<file path="src/rtl/la_pkg.sv">
package la_pkg;

  // Generate/propagate pair of one bit or one group of bits.
  typedef struct packed {
    logic g;
    logic p;
  } gp_t;

  // Combine a lower group with the group directly above it.
  function automatic gp_t gp_join(gp_t lo, gp_t hi);
    gp_t r;
    r.g = hi.g | (lo.g & hi.p);
    r.p = lo.p & hi.p;
    return r;
  endfunction

  // Carry leaving a group, given the carry entering it.
  function automatic logic gp_carry(gp_t grp, logic cin);
    return grp.g | (grp.p & cin);
  endfunction

endpackage

</file>
<file path="src/rtl/la_bit_cell.sv">
module la_bit_cell (
  input  logic         a_i,
  input  logic         b_i,
  output la_pkg::gp_t  gp_o
);

  always_comb begin
    gp_o.g = a_i & b_i;
    gp_o.p = a_i ^ b_i;
  end

endmodule

</file>
<file path="src/rtl/la_carry_tree.sv">
module la_carry_tree #(
  parameter int W = 4
) (
  input  la_pkg::gp_t [W-1:0] bit_gp_i,
  input  logic                cin_i,
  output la_pkg::gp_t         grp_o,
  output logic [W-1:0]        carry_o
);

  generate
    if (W == 1) begin : g_leaf
      assign grp_o      = bit_gp_i[0];
      assign carry_o[0] = cin_i;
    end else begin : g_split
      // Lower half takes the rounded-up share of the span.
      localparam int LO = (W + 1) / 2;
      localparam int HI = W - LO;

      la_pkg::gp_t        lo_grp;
      la_pkg::gp_t        hi_grp;
      logic               mid_carry;
      logic [LO-1:0]      lo_carry;
      logic [HI-1:0]      hi_carry;

      la_carry_tree #(.W(LO)) u_lo (
        .bit_gp_i (bit_gp_i[LO-1:0]),
        .cin_i    (cin_i),
        .grp_o    (lo_grp),
        .carry_o  (lo_carry)
      );

      assign mid_carry = la_pkg::gp_carry(lo_grp, cin_i);

      la_carry_tree #(.W(HI)) u_hi (
        .bit_gp_i (bit_gp_i[W-1:LO]),
        .cin_i    (mid_carry),
        .grp_o    (hi_grp),
        .carry_o  (hi_carry)
      );

      assign grp_o   = la_pkg::gp_join(lo_grp, hi_grp);
      assign carry_o = {hi_carry, lo_carry};
    end
  endgenerate

endmodule

</file>
<file path="src/rtl/lookahead_adder.sv">
module lookahead_adder #(
  parameter int WIDTH = 32
) (
  input  logic [WIDTH-1:0] opd_a,
  input  logic [WIDTH-1:0] opd_b,
  output logic [WIDTH-1:0] sum_o
);

  la_pkg::gp_t [WIDTH-1:0] bit_gp;
  la_pkg::gp_t             unused_root_grp;
  logic [WIDTH-1:0]        carry_in;

  genvar i;
  generate
    for (i = 0; i < WIDTH; i++) begin : g_cell
      la_bit_cell u_cell (
        .a_i  (opd_a[i]),
        .b_i  (opd_b[i]),
        .gp_o (bit_gp[i])
      );
    end
  endgenerate

  // Carry into bit 0 is tied low; root group carry-out is discarded.
  la_carry_tree #(.W(WIDTH)) u_tree (
    .bit_gp_i (bit_gp),
    .cin_i    (1'b0),
    .grp_o    (unused_root_grp),
    .carry_o  (carry_in)
  );

  generate
    for (i = 0; i < WIDTH; i++) begin : g_sum
      assign sum_o[i] = bit_gp[i].p ^ carry_in[i];
    end
  endgenerate

endmodule

</file>
<file path="config.mk">
export PLATFORM = sky130hd
export DESIGN_NAME = lookahead_adder
export DESIGN_NICKNAME = d
export VERILOG_FILES = /design/src/rtl/la_pkg.sv /design/src/rtl/la_bit_cell.sv /design/src/rtl/la_carry_tree.sv /design/src/rtl/lookahead_adder.sv
export SDC_FILE = /design/constraint.sdc
export NUM_CORES = 1
export LEC_CHECK = 0
export ABC_AREA = 0
export BUFFER_PORTS_ARGS = -buffer_cell sky130_fd_sc_hd__buf_2
export CAP_MARGIN = 40
export CORE_MARGIN = 1
export CORE_UTILIZATION = 43
export DETAILED_ROUTE_END_ITERATION = 7
export GPL_TIMING_DRIVEN = 0
export PLACE_DENSITY_LB_ADDON = 0.05
export SLEW_MARGIN = 30
export SYNTH_ARGS = -nofsm -noshare
export SYNTH_HDL_FRONTEND = slang
export SYNTH_SLANG_ARGS = --single-unit
export TNS_END_PERCENT = 20
</file>
<file path="constraint.sdc">
create_clock -name vclk -period 3.7
set_input_delay 0.37 -clock vclk [all_inputs]
set_output_delay 0.37 -clock vclk [all_outputs]
set_load 0.1 [all_outputs]
</file>
==> summary.txt <==
Status
  • Status: finished with violations
  • Failing checks: design-rule violations

Floorplan
  • Row count: 19
  • Die ar.: around 0.0033 mm2
  • DIE HEIGHT: ~57 um
  • Core Area: roughly 0.0028 mm2
  • I/O pin cnt: 96
  • Die width: about 57 um
  • Initial Utilization: between 40% and 50%

STA
  • Slew @ Worst Pin: 0.499 ns
  • Fin. max-slew vios: 0
  • Unrepaired setup endpoints after global routing: true
  • # setup viols final: 0
  • Clock period minus final worst setup slack: ~3.6 ns
  • F_max: around 280 MHz
  • Fin crit share: 97.0%
  • Hold Fails Final Rpt: 0
  • Slew headroom: between 60% and 70%
  • Final worst slack: around 0.11 ns
  • Min Hold Slack: roughly 1.1 ns

Finish
  • Area Overhead vs Synth: 53.5%
  • Share of cells above drive strength 1: 50.8%
  • Multi-input gate area: 0.00136 mm2
  • Fin cells: roughly 270
  • Ant diodes: 0
  • Final instance area: approximately 0.002 mm2
  • FF+latch count: 0
  • Fill cells: 221
  • Layout Nets: 353
  • Reg area: 0 um2
  • Clkbuf count: 0

Synth
  • Cell variety after synth: 31
  • Seq/Total Area, Yosys: 0%
  • Syn Nets: roughly 250
  • Mapped cell area: roughly 0.0013 mm2
  • Post-Synth Simple-Gate Area: 10.4%
  • XOR/XNOR Fraction of Synth Area: between 10 and 15%
  • Compound-Gate Fraction of Synth Area: 20.6%
  • Syn avg cell area: 9.21 um2
  • Synthesized instance count: ~140
  • Synth warn: 0
  • Adder-cell share of the synthesized area: 52.2%
  • Multiplexer share of the synthesized area: 0%
  • Combinational family with the most area after synthesis: adder cells

GRT
  • All-Layer GR Usage: 18.3%
  • Grt ovf: 0
  • Vias in the first global route: about 1400
  • Initial antenna violation count: 0
  • First-pass GRT wire length: 4.98 mm
  • Largest net degree at the start of global routing: 6

Placement
  • Hpwl dp: about 2.7 mm
  • I/O Buffers: 96
  • Final Wtd Congestion: 0.767
  • Pre-CTS WS: -0.368 ns
  • Area after DPL: approximately 0.0019 mm2
  • Placed Cells: about 270

Pwr
  • Lkg Pwr: roughly 1.1 nW
  • Clock share of power: 0%
  • Combinational share of power: 100.0%
  • Part of the power in registers: 0%
  • Internal power: between 150 and 200 uW
  • IR drop worst, VDD: ~0.00030 V
  • Net load switching power: ~700 uW
  • Switching share of power: between 70% and 80%
  • PwrDens: 449 mW/mm2

Route
  • Wirelength, routed: 3.32 mm
  • Vias per Instance: 5.10
  • WL per Instance: between 10 and 15 um
  • Routed vias: between 1000 and 1500
  • Drt first pass iters: 7
  • Initial drt markers: 37
  • # DRC: 13
  • ANT nets after route: 0

Worst hold path
  • Hold Path Depth: 3
  • Min-Delay Path Class: in -> out

Critical path
  • Cell family with most CP delay: compound AO/OA/AOI/OAI gates
  • CP required: 3.33 ns
  • Buf/Inv on CP: 3
  • Critical-path cell list: buf_6 -> ha_4 -> inv_2 -> fa_2 -> nand2b_4 -> a21oi_4 -> o211ai_2 -> or3b_4 -> o31ai_4 -> o21ai_2 -> a31o_1 -> fa_2 -> xnor2_2 -> xnor2_2 -> buf_8
  • Critical path's slowest cell: or3b_4
  • Critical path class: in -> out
  • Total stage count of the critical path: 15
  • CP startpoint kind: input pin
  • Largest stage delay on the critical path: between 0.4 and 0.5 ns
  • Data arrival, critical path: around 3.2 ns
  • Nature of the critical path endpoint: output port
  • CP max FO: 3

Job
  • MaxCap Viol Count: 0

CTS
  • CTS Hold Bufs: 0
## final timing paths
path | from | endpoint
max | opd_b[0] | sum_o[31]
min | opd_b[31] | sum_o[31]
## power by group through the flow
stage / clock network [mW] / logic [mW] / registers (mW)
floorplan: 0 / 0.756 / 0
global placement: 0 / 0.859 / 0
detailed placement: 0 / 0.869 / 0
CTS: 0 / 0.882 / 0
global route: 0 / 0.946 / 0
finish: 0 / 0.902 / 0
## cell usage after synthesis
master | count | area share [%]
and4_1 | 1 | 0.67
nand3b_1 | 1 | 0.57
or2b_1 | 3 | 1.7
nand2b_1 | 2 | 0.96
a221oi_1 | 1 | 0.67
a21o_1 | 8 | 4.6
o211ai_1 | 1 | 0.57
and3_1 | 1 | 0.48
or3b_1 | 1 | 0.67
ha_1 | 29 | 28
o21a_1 | 1 | 0.57
a31o_1 | 1 | 0.67
nand4_1 | 3 | 1.4
a21oi_1 | 11 | 4.2
nand3_1 | 1 | 0.38
o21ai_2 | 1 | 0.67
a21oi_2 | 2 | 1.3
xnor2_1 | 6 | 4.0
o21bai_1 | 2 | 1.1
o211ai_2 | 2 | 1.9
o31ai_4 | 1 | 1.6
o21ai_0 | 4 | 1.5
nor2_1 | 5 | 1.4
fa_1 | 16 | 24
o22ai_1 | 1 | 0.48
a22oi_1 | 1 | 0.57
buf_6 | 1 | 0.86
xor2_1 | 10 | 6.7
nor3_1 | 1 | 0.38
inv_1 | 18 | 5.2
nand2_1 | 6 | 1.7
## cell usage in the layout, fill, tap and decap left out, types with 3 or more instances in the layout
cell type  instances
nor2_1             5
ha_4               4
buf_2             92
nand4_1            3
inv_1             17
buf_4              6
fa_1              14
or2b_1             3
a21oi_1            9
a21o_1             8
xor2_1             7
ha_1              25
nand2_1            6
o21ai_0            4
xnor2_1            4
a21oi_2            3
## metal layers
layer  part of all wire, %  vias to the layer above  track usage, %  wire (um)
li1                      -                      696               -          -
met1                    34                      632            18.2       1130
met2                    60                       57            41.2       2000
met3                   4.4                        6           0.454        145
met4                   1.7                        0            2.44         56
met5                     0                        -               0          0
## what timing repair did
action | in CTS | in global routing
endpoints found under the setup margin | 4 | 4
pin swaps | 2 | 11
buffers inserted | 1 | 4
resized for setup | 7 | 13
## final cells by class
class                           instances  share of cell area [%]
Multi-Input combinational cell        123                    67.6
Tap cell                               31                    1.93
Timing Repair Buffer                  101                    27.1
Inverter                               18                    3.37
## cell families (layout without fill, tap and decap cells)
logic type | after synthesis | after routing
simple gates | 25 | 25
fa+ha+maj | 45 | 45
buf+inv | 19 | 119
xor+xnor | 16 | 16
compound gates | 37 | 37
## per-stage QoR
step / TNS, ns / util [%] / power (mW)
4_1_cts: -0.0100 / 67.3 / 0.882
6_report: 0 / 70.9 / 0.902
5_1_grt: -0.0312 / 70.9 / 0.946
2_1_floorplan: -1.72 / - / 0.756
3_5_place_dp: -0.566 / 66.0 / 0.869
3_3_place_gp: -0.422 / 66.0 / 0.859
Note: power is estimated with default switching activity, not from simulation.
